==> src/rtl/cc_timer_pkg.sv <==
package cc_timer_pkg;

    localparam int unsigned N_CH  = 2;
    localparam int unsigned N_EVT = 2 * N_CH;

    localparam logic [3:0] ADDR_CTRL     = 4'h0;
    localparam logic [3:0] ADDR_FFCTL    = 4'h1;
    localparam logic [3:0] ADDR_CMP_BASE = 4'h2;

    typedef enum logic [1:0] {
        FF_INVERT = 2'b00,
        FF_SET    = 2'b01,
        FF_CLEAR  = 2'b10,
        FF_HOLD   = 2'b11
    } ff_cmd_e;

    typedef enum logic [1:0] {
        RD_IDLE  = 2'd0,
        RD_HELD0 = 2'd1,
        RD_HELD1 = 2'd2
    } rd_state_e;

endpackage

==> src/rtl/cc_timer_counter.sv <==
module cc_timer_counter #(
    parameter int unsigned CNT_W = 16,
    parameter int unsigned N_CMP = 2
) (
    input  logic             clk,
    input  logic             rst_n,
    input  logic             run,
    input  logic             tick,
    input  logic [CNT_W-1:0] cmp_val [N_CMP],
    output logic [CNT_W-1:0] cnt,
    output logic [N_CMP-1:0] hit,
    output logic [N_CMP-1:0] irq
);

    logic             adv;
    logic [CNT_W-1:0] cnt_q;
    logic [CNT_W-1:0] nxt;

    assign adv = run && tick;
    assign nxt = cnt_q + 1'b1;
    assign cnt = cnt_q;

    always_ff @(posedge clk) begin
        if (!rst_n) begin
            cnt_q <= '0;
        end else if (adv) begin
            cnt_q <= nxt;
        end
    end

    assert_count_step_R1: assert property (@(posedge clk) disable iff (!rst_n)
        adv |=> cnt_q == CNT_W'($past(cnt_q) + 1'b1));

    assert_count_hold_R1: assert property (@(posedge clk) disable iff (!rst_n)
        !adv |=> $stable(cnt_q));

    for (genvar g = 0; g < N_CMP; g++) begin : g_cmp
        logic irq_q;

        assign hit[g] = adv && (nxt == cmp_val[g]);
        assign irq[g] = irq_q;

        always_ff @(posedge clk) begin
            if (!rst_n) begin
                irq_q <= 1'b0;
            end else begin
                irq_q <= hit[g];
            end
        end

        assert_match_on_tick_R3: assert property (@(posedge clk) disable iff (!rst_n)
            irq_q |-> $past(adv));
    end

endmodule

==> src/rtl/cc_timer_capture.sv <==
module cc_timer_capture
    import cc_timer_pkg::*;
#(
    parameter int unsigned CNT_W = 16
) (
    input  logic             clk,
    input  logic             rst_n,
    input  logic [CNT_W-1:0] cnt,
    input  logic [N_CH-1:0]  load,
    input  logic             rd_en,
    input  logic [3:0]       rd_addr,
    output logic [7:0]       rdata
);

    localparam int unsigned BYTE_W = CNT_W / 2;

    logic [CNT_W-1:0]  cap_q [N_CH];
    logic [BYTE_W-1:0] shadow_q;
    logic [BYTE_W-1:0] cap_hi;
    logic [BYTE_W-1:0] cap_lo;
    rd_state_e         state_q;
    rd_state_e         state_d;
    logic              rd_cap;
    logic              ch;
    logic              hi;
    logic              own_shadow;

    assign rd_cap = rd_en && (rd_addr[3:2] == 2'b10);
    assign ch     = rd_addr[1];
    assign hi     = rd_addr[0];
    assign cap_hi = cap_q[ch][CNT_W-1:BYTE_W];
    assign cap_lo = cap_q[ch][BYTE_W-1:0];

    for (genvar g = 0; g < N_CH; g++) begin : g_cap
        always_ff @(posedge clk) begin
            if (!rst_n) begin
                cap_q[g] <= '0;
            end else if (load[g]) begin
                cap_q[g] <= cnt;
            end
        end

        assert_cap_load_R4: assert property (@(posedge clk) disable iff (!rst_n)
            load[g] |=> cap_q[g] == $past(cnt));

        assert_cap_readonly_R6: assert property (@(posedge clk) disable iff (!rst_n)
            !load[g] |=> $stable(cap_q[g]));
    end

    always_comb begin
        state_d = state_q;
        unique case (state_q)
            RD_IDLE: begin
                if (rd_cap && !hi) state_d = ch ? RD_HELD1 : RD_HELD0;
            end
            RD_HELD0, RD_HELD1: begin
                if (rd_cap && !hi)     state_d = ch ? RD_HELD1 : RD_HELD0;
                else if (rd_cap && hi) state_d = RD_IDLE;
            end
            default: state_d = RD_IDLE;
        endcase
    end

    always_ff @(posedge clk) begin
        if (!rst_n) begin
            state_q  <= RD_IDLE;
            shadow_q <= '0;
        end else begin
            state_q <= state_d;
            if (rd_cap && !hi) shadow_q <= cap_hi;
        end
    end

    assign own_shadow = ((state_q == RD_HELD0) && !ch) || ((state_q == RD_HELD1) && ch);

    always_comb begin
        rdata = '0;
        if (rd_cap) begin
            if (!hi)             rdata = cap_lo;
            else if (own_shadow) rdata = shadow_q;
            else                 rdata = cap_hi;
        end
    end

    assert_shadow_latch_R7: assert property (@(posedge clk) disable iff (!rst_n)
        (rd_cap && !hi) |=> shadow_q == $past(cap_hi));

    assert_idle_rdata_R11: assert property (@(posedge clk) disable iff (!rst_n)
        !rd_en |-> rdata == '0);

endmodule

==> src/rtl/cc_timer_outff.sv <==
module cc_timer_outff
    import cc_timer_pkg::*;
(
    input  logic             clk,
    input  logic             rst_n,
    input  logic             cmd_valid,
    input  ff_cmd_e          cmd,
    input  logic [N_EVT-1:0] events,
    input  logic [N_EVT-1:0] enables,
    output logic             ff_o
);

    logic ff_q;
    logic ff_d;
    logic flip;

    assign flip = ^(events & enables);
    assign ff_o = ff_q;

    always_comb begin
        ff_d = ff_q ^ flip;
        if (cmd_valid) begin
            unique case (cmd)
                FF_INVERT: ff_d = ~(ff_q ^ flip);
                FF_SET:    ff_d = 1'b1;
                FF_CLEAR:  ff_d = 1'b0;
                FF_HOLD:   ff_d = ff_q ^ flip;
            endcase
        end
    end

    always_ff @(posedge clk) begin
        ff_q <= ff_d;
    end

    assert_ff_set_R8: assert property (@(posedge clk) disable iff (!rst_n)
        (cmd_valid && cmd == FF_SET) |=> ff_q);

    assert_ff_clear_R8: assert property (@(posedge clk) disable iff (!rst_n)
        (cmd_valid && cmd == FF_CLEAR) |=> !ff_q);

    assert_ff_quiet_R9: assert property (@(posedge clk) disable iff (!rst_n)
        (!cmd_valid && (events & enables) == '0) |=> $stable(ff_q));

endmodule

==> src/rtl/cc_timer.sv <==
module cc_timer
    import cc_timer_pkg::*;
#(
    parameter int unsigned CNT_W = 16
) (
    input  logic       clk,
    input  logic       rst_n,
    input  logic       tick,
    input  logic       cap1_strobe,
    input  logic       wr_en,
    input  logic       rd_en,
    input  logic [3:0] addr,
    input  logic [7:0] wdata,
    output logic [7:0] rdata,
    output logic       irq_match0,
    output logic       irq_match1,
    output logic       tmr_out
);

    localparam int unsigned BYTE_W = CNT_W / 2;

    logic             run_q;
    logic [CNT_W-1:0] cmp_q [N_CH];
    logic [N_EVT-1:0] ff_en_q;
    logic [CNT_W-1:0] cnt;
    logic [N_CH-1:0]  hit;
    logic [N_CH-1:0]  irq;
    logic [N_CH-1:0]  cap_load;
    logic [N_EVT-1:0] events;
    logic             wr_ctrl;
    logic             wr_ff;
    logic             sw_cap;

    assign wr_ctrl = wr_en && (addr == ADDR_CTRL);
    assign wr_ff   = wr_en && (addr == ADDR_FFCTL);
    assign sw_cap  = wr_ctrl && !wdata[1] && run_q;

    always_ff @(posedge clk) begin
        if (!rst_n) begin
            run_q   <= 1'b0;
            ff_en_q <= '0;
        end else begin
            if (wr_ctrl) run_q   <= wdata[0];
            if (wr_ff)   ff_en_q <= wdata[2 +: N_EVT];
        end
    end

    for (genvar c = 0; c < N_CH; c++) begin : g_cmpreg
        localparam logic [3:0] A_LO = ADDR_CMP_BASE + 4'(2 * c);
        localparam logic [3:0] A_HI = A_LO + 4'd1;

        always_ff @(posedge clk) begin
            if (!rst_n) begin
                cmp_q[c] <= '1;
            end else if (wr_en && addr == A_LO) begin
                cmp_q[c][BYTE_W-1:0] <= wdata;
            end else if (wr_en && addr == A_HI) begin
                cmp_q[c][CNT_W-1:BYTE_W] <= wdata;
            end
        end
    end

    assign cap_load = {cap1_strobe, sw_cap};
    assign events   = {cap_load, hit};

    cc_timer_counter #(.CNT_W(CNT_W), .N_CMP(N_CH)) u_counter (
        .clk     (clk),
        .rst_n   (rst_n),
        .run     (run_q),
        .tick    (tick),
        .cmp_val (cmp_q),
        .cnt     (cnt),
        .hit     (hit),
        .irq     (irq)
    );

    cc_timer_capture #(.CNT_W(CNT_W)) u_capture (
        .clk     (clk),
        .rst_n   (rst_n),
        .cnt     (cnt),
        .load    (cap_load),
        .rd_en   (rd_en),
        .rd_addr (addr),
        .rdata   (rdata)
    );

    cc_timer_outff u_outff (
        .clk       (clk),
        .rst_n     (rst_n),
        .cmd_valid (wr_ff),
        .cmd       (ff_cmd_e'(wdata[1:0])),
        .events    (events),
        .enables   (ff_en_q),
        .ff_o      (tmr_out)
    );

    assign irq_match0 = irq[0];
    assign irq_match1 = irq[1];

    assert_swcap_needs_run_R4: assert property (@(posedge clk) disable iff (!rst_n)
        (wr_ctrl && !wdata[1] && !run_q && !cap1_strobe) |-> cap_load == '0);

    assert_irq_reset_R11: assert property (@(posedge clk)
        $past(!rst_n) |-> (irq == '0));

endmodule

==> config.mk <==
export PLATFORM = sky130hd
export DESIGN_NAME = cc_timer
export DESIGN_NICKNAME = d
export VERILOG_FILES = /design/src/rtl/cc_timer_pkg.sv /design/src/rtl/cc_timer_counter.sv /design/src/rtl/cc_timer_capture.sv /design/src/rtl/cc_timer_outff.sv /design/src/rtl/cc_timer.sv
export SDC_FILE = /design/constraint.sdc
export NUM_CORES = 1
export LEC_CHECK = 0
export ABC_AREA = 1
export BUFFER_PORTS_ARGS = -buffer_cell sky130_fd_sc_hd__buf_4
export CAP_MARGIN = 10
export CORE_MARGIN = 2
export CORE_UTILIZATION = 50
export DETAILED_ROUTE_END_ITERATION = 6
export PLACE_DENSITY = 0.7
export SETUP_SLACK_MARGIN = 0.2
export SLEW_MARGIN = 10
export SYNTH_ARGS = -nofsm -noshare
export SYNTH_HDL_FRONTEND = slang
export SYNTH_SLANG_ARGS = --single-unit
==> constraint.sdc <==
create_clock -name clk -period 3.6 [get_ports clk]
set_input_delay 0.18 -clock clk [delete_from_list [all_inputs] [get_ports clk]]
set_output_delay 0.18 -clock clk [all_outputs]
set_load 0.005 [all_outputs]
==> results of run 1 <==
[state kept, by name, indices dropped and copies added (netlist names)]
signal	cells
run_q	1
u_capture.cap_q	32
u_capture.state_q	2
cmp_q	32
u_counter.g_cmp.irq_q	2
u_outff.ff_o	1
ff_en_q	4
u_capture.shadow_q	8
u_counter.cnt	16
[final timing paths]
path,slack (ns),from,to
worst max register to register,1.32,u_counter.cnt[0],u_outff.ff_o
worst max-delay path,0.94,u_capture.state_q[0],rdata[6]
worst min-delay path,0.06,wdata[6],cmp_q[14]
worst min register to register,0.49,cmp_q[0],cmp_q[0]
[worst max-delay path, cell delays in order (launching register included)]
cell and delay, ns:
dfxtp_1 0.40, inv_1 0.08, ha_1 0.19, mux2i_1 0.80, o21ai_0 0.29, a31oi_1 0.21, buf_4 0.14
[layout make-up]
class / instances / area, sq um
clock buffer: 10 / 128
clock inverter: 6 / 42.5
fill: 985 / 4200
inverter: 77 / 289
multi-input combinational: 471 / 2360
sequential: 98 / 2280
tap: 133 / 166
timing repair buffer: 34 / 255
[cell families (layout without fill, tap and decap cells)]
logic type	after synthesis	after routing	share of synthesized area [%]
mux	9	9	1.80
fa+ha+maj	5	5	1.25
xor+xnor	6	6	1.05
simple gates	344	344	31.3
buf+inv	97	127	7.32
flops	98	98	45.5
compound gates	107	107	11.7
[metal layers]
layer | routed length [um] | vias up
li1 | - | 2236
met1 | 5860 | 2000
met2 | 5750 | 134
met3 | 714 | 19
met4 | 248 | 0
met5 | 0 | -
[power by group]
part           leakage (nW)  internal [mW]  total, mW  switching [mW]
logic                  1.59          0.104      0.286           0.181
clock network        0.0827          0.253      0.647           0.394
registers             0.879           1.18       1.21          0.0295
total                  2.55           1.54       2.14           0.605
[stage by stage]
| stage | utilization [%] | worst slack, ns |
|---|---|---|
| 5_1_grt | 56.8 | 0.718 |
| 2_1_floorplan | - | 1.67 |
| 3_3_place_gp | 55.0 | 1.33 |
| 3_5_place_dp | 55.0 | 1.33 |
| 6_report | 56.8 | 0.935 |
| 4_1_cts | 56.8 | 0.958 |
[cell usage after synthesis (3+ instances only)]
| cell type | n |
|---|---|
| mux2i_1 | 9 |
| xor2_1 | 5 |
| nand2_1 | 161 |
| nor2_8 | 3 |
| o21ai_0 | 41 |
| nand3b_1 | 7 |
| nand4_1 | 8 |
| ha_1 | 5 |
| edfxtp_1 | 32 |
| nor3_1 | 4 |
| a21oi_1 | 42 |
| o211ai_1 | 6 |
| or2_2 | 3 |
| dfxtp_1 | 66 |
| nand2_2 | 13 |
| clkbuf_1 | 18 |
| nand3_2 | 3 |
| a31oi_1 | 8 |
| nand3_1 | 54 |
| nor2_1 | 76 |
| nor2_2 | 8 |
| a211oi_1 | 8 |
| inv_1 | 73 |
==> flow_metrics.py, run 1 <==
metrics = {
    "global_route": {
        "grt_pass1_wl_um": 20600,
        "groute.usage.overall_pct": 24.0,
        "grt_pass1_vias": 4124,
        "grt_use_met3_pct": 4.01,
        "grt-busiest-layer": "met2",
        "use_met2_pct": 39.8,
        "grt_max_degree": 34,
        "antenna_found_initial": 0,
        "gr-total-overflow": 0,
        "grt_use_met1_pct": 32.2,
    },
    "sta": {
        "hold_slack_ns": 0.0622,
        "slew_viol_final": 0,
        "slew_headroom_pct": 29.0,
        "rsz0062_at_grt": "no",
        "setup_tns_ns": 0,
        "fin_crit_sh_pct": 74.0,
        "fmax_mhz": 375,
        "fin_worst_skew_ns": 0.0143,
        "setup_viol": 0,
        "worst_pin_slew_ns": 1.04,
        "hold_viol": 0,
        "layout_min_cycle_time_ns": 2.66,
    },
    "route": {
        "vias": 4389,
        "routed_wl_um": 12600,
        "dr.pass1.iters": 5,
        "drcViolationCount": 0,
        "avgViaCountPerCell": 5.29,
        "ant_nets": 0,
        "wl_per_cell_um": 15.2,
        "drt_iter0_drc": 316,
    },
    "yosys": {
        "syn_nets": 689,
        "synthFlopType": "dfxtp_1",
        "yosysWarnings": 0,
        "yosysTopAreaCellShare_pct": 26.4,
        "synth.area.top_cells": "dfxtp_1, edfxtp_1, nand2_1",
        "synth_area_sq_mm": 0.00501,
        "synthCells": 666,
        "ys_async_sr_fraction_pct": 0,
        "ys_seq_area_share_pct": 45.5,
        "syn_avg_cell_area_sq_um": 7.52,
        "synth_cell_type_count": 31,
        "synth_seq_cells": 98,
        "synth-edff-count": 32,
        "yosysTopAreaCell": "dfxtp_1",
    },
    "setup_path": {
        "reg2reg_depth": 16,
        "crit_required_ns": 3.42,
        "cp_max_fo": 16,
        "arrival_ns": 2.48,
        "cp-end-kind": "output pin",
        "critical_path_class": "reg2out",
        "startpoint_type": "flip-flop",
    },
    "power_and_ir_drop": {
        "p_leak_nw": 2.55,
        "power_density_mw_per_mm2": 388,
        "peakVddDrop_mv": 0.258,
        "power_mw": 2.14,
    },
    "job": {
        "drv_cap": 0,
    },
    "floorplan": {
        "rows": 36,
        "core_area_sq_mm": 0.00973,
        "ios": 29,
        "fp.dieArea_sq_mm": 0.0108,
        "initial_core_util_pct": 51.5,
        "die_y_um": 104,
        "die_w_um": 104,
    },
    "place": {
        "place_congestion": 0.900,
        "place_area_sq_mm": 0.00536,
        "numPortBuffers": 28,
        "place_inst": 813,
        "place.detailed.hpwl_um": 9540,
    },
    "clocking": {
        "cts_hold_buf": 0,
        "path_clk_slew_ns": 0.10,
        "cts_max_level": 3,
        "cts_tree": "yes",
        "numCtsBuffers": 9,
        "cts_resized": 0,
        "clockRootBuffer": "clkbuf_8",
        "max-clock-path-buffers": 2,
        "post-cts-setup-buffers": 0,
        "clk_latency_ns": 0.37,
        "clkSinkCount": 98,
    },
    "final_layout": {
        "fin_cells": 829,
        "fin_area_sq_mm": 0.00553,
        "final_cell_mix": "nand2_1, nor2_1, inv_1",
        "area_growth_pct": 10.3,
        "final_common_cell": "nand2_1",
        "finalNetCount": 714,
        "final_layout_size_suffix_gt1_share_pct": 12.5,
        "num_antenna_cells": 0,
    },
    "hold_path": {
        "hold_path.class": "in2reg",
        "hold_depth": 3,
    },
    "run_status": {
        "status": "completed",
    },
}
No activity file was read; power rests on OpenSTA's default activity.
==> inputs of run 2 (changes only) <==
--- a/config.mk
+++ b/config.mk
@@ -5,13 +5,13 @@
 export SDC_FILE = /design/constraint.sdc
 export NUM_CORES = 1
 export LEC_CHECK = 0
-export ABC_AREA = 1
+export ABC_AREA = 0
 export BUFFER_PORTS_ARGS = -buffer_cell sky130_fd_sc_hd__buf_4
 export CAP_MARGIN = 10
 export CORE_MARGIN = 2
 export CORE_UTILIZATION = 50
 export DETAILED_ROUTE_END_ITERATION = 6
-export PLACE_DENSITY = 0.7
+export PLACE_DENSITY = 0.73
 export SETUP_SLACK_MARGIN = 0.2
 export SLEW_MARGIN = 10
 export SYNTH_ARGS = -nofsm -noshare
==> constraint.sdc (replaced) <==
create_clock -name clk -period 2.25 [get_ports clk]
set_input_delay 0.1125 -clock clk [delete_from_list [all_inputs] [get_ports clk]]
set_output_delay 0.1125 -clock clk [all_outputs]
set_load 0.005 [all_outputs]
==> run 2 against run 1 <==
  * Global-route usage rose by 0.75 points
  * Sequential power rose by 60%
  * Critical path depth rose by 5
  * Combinational power rose by 64%
  * Critical endpoint is now u_outff.ff_o
  * Hold slack got worse by 0.044 ns
  * The flow now finishes with violations (setup timing)
  * Clock-buffer cell count fell by 1
  * Sequential cell count did not move
  * Final area rose by 15%
  * Synthesized cell count fell by 15%
==> flow_metrics.py, run 2 <==
metrics = {
    "yosys": {
        "synthCells": 567,
        "yosysTopAreaCellShare_pct": 25.0,
        "synth.area.top_cells": "dfxtp_1, edfxtp_1, nand2_1",
        "synth_fa_ha_area_share_pct": 1.19,
        "synth_commonest_cells": "nand2_1, dfxtp_1, nand3_1, and3_1",
        "ys_seq_area_share_pct": 43.2,
        "synth_area_sq_mm": 0.00528,
        "synthFlopType": "dfxtp_1",
        "yosysWarnings": 0,
        "syn_avg_cell_area_sq_um": 9.31,
        "ys_async_sr_fraction_pct": 0,
        "synthSimpleGateAreaFrac_pct": 25.9,
        "yosysTopAreaCell": "dfxtp_1",
        "yosysMostFrequentCell": "nand2_1",
        "synth_cell_type_count": 56,
        "synth_compound_area_share_pct": 11.3,
        "synth_top_family_by_area": "simple AND/OR/NAND/NOR gates",
        "synth_xor_xnor_area_share_pct": 9.89,
        "syn_nets": 590,
        "synth-edff-count": 32,
        "synthMuxAreaShare_pct": 4.17,
        "synth_seq_cells": 98,
    },
    "setup_path": {
        "r2r_start": "u_counter.cnt[1]",
        "reg2reg_depth": 11,
        "crit_required_ns": 2.51,
        "cp_slowest_cell": "dfxtp_4",
        "path_cells": "ha_4 > nand4_1 > buf_4 > nor4_4 > buf_4 > xnor2_1 > nand2_1 > nand4b_1 > nor4b_2 > xnor3_1 > mux2i_1",
        "cpPeakStageDelay_ns": 0.39,
        "startpoint_type": "flip-flop",
        "cpMostUsedCell": "buf_4",
        "rrSetupSlack_ns": -0.26,
        "critical_path_class": "reg2reg",
        "cp_max_fo": 5,
        "critical_path.top_delay_family": "simple AND/OR/NAND/NOR gates",
        "cp.buffers_inverters": 2,
        "arrival_ns": 2.77,
        "cp-end-kind": "flip-flop",
        "r2r-end": "u_outff.ff_o",
    },
    "hold_path": {
        "min_from": "wdata[4]",
        "hold_end": "cmp_q[28]",
        "hold_path.class": "in2reg",
        "hold_depth": 3,
    },
    "sta": {
        "hold_slack_ns": 0.0184,
        "fmax_mhz": 398,
        "fin_worst_skew_ns": 0.0125,
        "layout_min_cycle_time_ns": 2.51,
        "slew_viol_final": 0,
        "slew_headroom_pct": 50.4,
        "rsz0062_at_grt": "yes",
        "fin_crit_sh_pct": 112,
        "setup_slack_ns": -0.263,
        "setup_viol": 1,
        "hold_viol": 0,
        "worst_pin_slew_ns": 0.744,
    },
    "place": {
        "place_inst": 758,
        "place_congestion": 0.978,
        "numPortBuffers": 28,
        "place.detailed.hpwl_um": 9950,
    },
    "route": {
        "routed_wl_um": 13400,
        "avgViaCountPerCell": 5.69,
        "wl_per_cell_um": 17.2,
        "drt_iter0_drc": 306,
        "vias": 4439,
        "drcViolationCount": 0,
        "dr.pass1.iters": 5,
        "ant_nets": 0,
    },
    "floorplan": {
        "rows": 37,
        "ios": 29,
        "fp.dieArea_sq_mm": 0.0114,
        "die_y_um": 107,
        "initial_core_util_pct": 51.4,
        "core_area_sq_mm": 0.0103,
        "die_w_um": 107,
    },
    "clocking": {
        "clockRootBuffer": "clkbuf_8",
        "max-clock-path-buffers": 2,
        "clkSinkCount": 98,
        "numCtsBuffers": 9,
        "cts_tree": "yes",
        "cts_max_level": 3,
        "path_clk_slew_ns": 0.10,
        "clk_latency_ns": 0.36,
    },
    "run_status": {
        "violations": "setup timing",
        "status": "finished with violations",
    },
    "global_route": {
        "grt_pass1_wl_um": 22000,
        "grt_max_degree": 51,
        "gr-total-overflow": 0,
        "antenna_found_initial": 0,
        "groute.usage.overall_pct": 24.7,
        "grt_pass1_vias": 4381,
    },
    "power_and_ir_drop": {
        "peakVddDrop_mv": 0.365,
        "p_leak_nw": 2.76,
        "power_density_mw_per_mm2": 559,
    },
    "job": {
        "drv_cap": 0,
    },
    "final_layout": {
        "num_antenna_cells": 0,
        "fin_cells": 780,
        "area_growth_pct": 20.6,
        "finalNetCount": 662,
        "final_common_cell": "buf_4",
        "final_cell_mix": "buf_4, nand2_1, dfxtp_1",
        "fillers": 861,
        "final_layout_size_suffix_gt1_share_pct": 23.8,
    },
}
==> run 2: cell count changes in the layout (fill, tap and decap cells not counted), moves of 13 or more <==
cell	previous run	this run
a21oi_1	42	6
and3_1	0	34
buf_4	34	103
inv_1	73	9
mux2i_1	9	22
nand2_1	161	93
nand2_2	13	0
nand3_1	54	36
nor2_1	76	9
nor2b_1	0	14
o21ai_0	41	13
xnor2_1	1	26
==> run 2: final cells by class <==
class | instances | area [sq um] | area share (%)
multi-input cells | 415 | 2850 | 44.8
flip-flops and latches | 98 | 2300 | 36.1
repair buffers | 106 | 813 | 12.8
well taps | 136 | 170 | 2.67
clock buffers | 9 | 124 | 1.95
clock inverters | 7 | 76.3 | 1.20
inverters | 9 | 33.8 | 0.531
==> run 2: logic make-up after synthesis <==
logic type                 after synthesis
adders and majority gates                5
AOI/OAI and AO/OA                       82
DFF                                     98
xor gates and xnor gates                48
buffers and inverters                   54
muxes                                   22
and+or+nand+nor                        258
==> run 2: routing by layer <==
layer	wire, um	share of wire [%]	up-vias	global-route usage, %
met5	0	0	-	0
met3	835	6.2	25	5.78
met4	395	2.9	0	12.1
met1	5600	42	2113	30.6
li1	-	-	2155	-
met2	6620	49	146	40.6
==> run 2: through the flow <==
stage | instance area, sq um | setup slack (ns) | utilization [%] | setup TNS, ns | power (mW)
finish | 6370 | -0.263 | 62.0 | -0.263 | 3.56
global route | 6370 | -0.411 | 62.0 | -0.411 | 3.71
CTS | 6320 | -0.237 | 61.5 | -0.237 | 3.57
detailed placement | 6050 | -0.300 | 58.9 | -0.300 | 2.41
global placement | 6050 | -0.200 | 58.9 | -0.200 | 2.39
floorplan | 5310 | -0.0985 | - | -0.0985 | 2.24
==> run 2: repair_timing <==
action,4_1_cts,5_1_grt
endpoints found under the setup margin,11,12
gates resized for setup,11,16
gates cloned,0,0
pin swaps,7,7
buffers inserted,2,2
endpoints found under the hold margin,6,0
hold buffers,2,0
==> run 2: worst max path at each step <==
stage | startpoint | endpoint | slack (ns) | cells after the start
finish | u_counter.cnt[1] | u_outff.ff_o | -0.26 | 11
global route | u_counter.cnt[1] | u_outff.ff_o | -0.41 | 11
CTS | u_counter.cnt[1] | u_outff.ff_o | -0.24 | 9
detailed placement | u_counter.cnt[0] | u_outff.ff_o | -0.30 | 9
global placement | u_counter.cnt[0] | u_outff.ff_o | -0.20 | 10
floorplan | u_counter.cnt[1] | u_outff.ff_o | -0.1 | 9
==> run 2: where the power goes <==
| group | internal [mW] | switching (mW) | total, mW | leakage [nW] |
|---|---|---|---|---|
| logic | 0.213 | 0.257 | 0.470 | 1.79 |
| registers | 1.88 | 0.0441 | 1.93 | 0.870 |
| clock network | 0.524 | 0.637 | 1.16 | 0.102 |
| total | 2.62 | 0.938 | 3.56 | 2.76 |
==> run 2: worst min-delay path, cell delays in order <==
cell and delay [ns]:
buf_4 0.12, nand2_1 0.05, nand3_1 0.07
==> inputs of run 3 (changes only) <==
--- a/config.mk
+++ b/config.mk
@@ -9,9 +9,10 @@
 export BUFFER_PORTS_ARGS = -buffer_cell sky130_fd_sc_hd__buf_4
 export CAP_MARGIN = 10
 export CORE_MARGIN = 2
-export CORE_UTILIZATION = 50
+export CORE_UTILIZATION = 47
 export DETAILED_ROUTE_END_ITERATION = 6
-export PLACE_DENSITY = 0.73
+export MAX_ROUTING_LAYER = met4
+export PLACE_DENSITY = 0.69
 export SETUP_SLACK_MARGIN = 0.2
 export SLEW_MARGIN = 10
 export SYNTH_ARGS = -nofsm -noshare
==> run 3 against run 2 <==
  * Sequential power about the same
  * Worst setup slack improved by 0.078 ns
  * Non-clock buffer count increased by 5
  * Via count decreased by 1.8%
  * Power decreased by 3.8%
  * Largest cell class unchanged
  * Clock-buffer cell count increased by 3
  * Register-to-register slack improved by 0.08 ns
  * Critical path depth decreased by 2
  * Global-route usage about the same
  * Die area increased by 6.1%
  * Critical endpoint unchanged
  * The run still ends with setup timing left
==> flow_metrics.py, run 3 (synthesis gave the netlist of run 2 again) <==
metrics = {
    "final_layout": {
        "num_antenna_cells": 0,
        "finalNetCount": 667,
        "final_common_cell": "buf_4",
        "final_layout_size_suffix_gt1_share_pct": 24.2,
        "area_growth_pct": 21.2,
        "final_cell_mix": "buf_4, nand2_1, dfxtp_1",
    },
    "sta": {
        "fmax_mhz": 411,
        "layout_min_cycle_time_ns": 2.44,
        "rsz0062_at_grt": "yes",
        "hold_viol": 0,
        "setup_slack_ns": -0.185,
        "slew_viol_final": 0,
        "setup_viol": 1,
        "fin_crit_sh_pct": 108,
        "slew_headroom_pct": 47.2,
        "fin_worst_skew_ns": 0.00839,
        "worst_pin_slew_ns": 0.791,
    },
    "hold_path": {
        "hold_depth": 3,
        "hold_path.class": "in2reg",
        "hold_end": "cmp_q[29]",
        "min_from": "wdata[5]",
    },
    "floorplan": {
        "core_area_sq_mm": 0.0109,
        "rows": 38,
        "die_y_um": 110,
        "ios": 29,
        "fp.dieArea_sq_mm": 0.0121,
        "die_w_um": 110,
        "initial_core_util_pct": 48.5,
    },
    "route": {
        "routed_wl_um": 13500,
        "ant_nets": 0,
        "avgViaCountPerCell": 5.52,
        "wl_per_cell_um": 17.2,
        "dr.pass1.iters": 4,
        "vias": 4357,
        "drcViolationCount": 0,
        "drt_iter0_drc": 294,
    },
    "setup_path": {
        "arrival_ns": 2.71,
        "cp-end-kind": "flip-flop",
        "critical_path_class": "reg2reg",
        "cp_max_fo": 6,
        "reg2reg_depth": 9,
        "rrSetupSlack_ns": -0.19,
        "startpoint_type": "flip-flop",
        "r2r-end": "u_outff.ff_o",
        "crit_required_ns": 2.52,
        "r2r_start": "u_counter.cnt[6]",
    },
    "run_status": {
        "status": "finished with violations",
        "violations": "setup timing",
    },
    "clocking": {
        "cts_tree": "yes",
        "clockRootBuffer": "clkbuf_8",
        "numCtsBuffers": 9,
        "max-clock-path-buffers": 2,
        "clkSinkCount": 98,
        "path_clk_slew_ns": 0.09,
        "clk_latency_ns": 0.38,
        "cts_max_level": 3,
    },
    "power_and_ir_drop": {
        "power_density_mw_per_mm2": 535,
        "power_mw": 3.42,
        "p_leak_nw": 2.77,
        "peakVddDrop_mv": 0.498,
    },
    "global_route": {
        "antenna_found_initial": 0,
        "groute.usage.overall_pct": 24.7,
        "grt_max_degree": 60,
        "grt_pass1_vias": 4164,
        "gr-total-overflow": 0,
        "grt_pass1_wl_um": 21500,
    },
    "place": {
        "numPortBuffers": 28,
        "place_ws_ns": -0.282,
        "place.detailed.hpwl_um": 10200,
        "place_congestion": 0.912,
    },
    "job": {
        "drv_cap": 0,
    },
}
-- run 3: cell types whose count changed in the layout (fill, tap and decap cells not counted), sizes merged --
cell / change
buf: +3
clkbuf: +3
dlygate4sd3: +2
bufinv: -1
clkinv: -1
inv: -1
-- run 3: area by class of cell --
class                           count  area [sq um]
Clock buffer                       12           135
Clock inverter                      4          28.8
Fill cell                         929          4490
Inverter                            9          33.8
Multi-Input combinational cell    415          2870
Sequential cell                    98          2300
Tap cell                          140           175
Timing Repair Buffer              111           856
-- run 3: repair_timing --
item                       4_1_cts  5_1_grt
hold buffers                     4        0
pin swaps                        6        5
gates resized for setup         20       11
hold endpoints to repair        13        0
setup buffers                    2        1
setup endpoints to repair       11       14
-- run 3: metal layers --
layer,GRT usage [%],share of wire (%)
met5,-,0
met4,10.0,2.9
met1,29.8,44
met2,40.2,49
met3,5.33,4.4
-- run 3: worst max path at each step --
stage | start | end | slack [ns] | cells past startpoint
final | u_counter.cnt[6] | u_outff.ff_o | -0.19 | 9
after global routing | u_counter.cnt[1] | u_outff.ff_o | -0.36 | 9
after CTS | u_counter.cnt[1] | u_outff.ff_o | -0.22 | 9
after detailed placement | u_counter.cnt[6] | u_outff.ff_o | -0.28 | 9
after global placement | u_counter.cnt[6] | u_outff.ff_o | -0.31 | 9
after floorplan | u_counter.cnt[1] | u_outff.ff_o | -0.1 | 9
-- run 3: power breakdown --
group / internal (mW) / switching [mW]
sequential: 1.89 / 0.0422
combinational: 0.221 / 0.267
clock: 0.406 / 0.602
-- run 3: critical path, stage by stage (launching register included) --
cell	delay, ns
dfxtp_2	0.41
buf_4	0.15
inv_1	0.05
o211a_1	0.20
nor4_1	0.35
nand4_1	0.21
nor4_1	0.32
nand4_1	0.15
xnor3_1	0.36
mux2i_1	0.12
-- run 3: stage by stage --
step	hold slack [ns]	setup TNS, ns	instance area, sq um	utilization (%)	std cells
after floorplan	0.236	-0.0985	5310	-	567
after global placement	0.355	-0.307	6090	55.9	766
after detailed placement	0.367	-0.325	6090	55.9	766
after CTS	0.0000951	-0.218	6350	58.3	788
after global routing	0.0249	-0.359	6400	58.8	789
final	0.0247	-0.185	6400	58.8	789
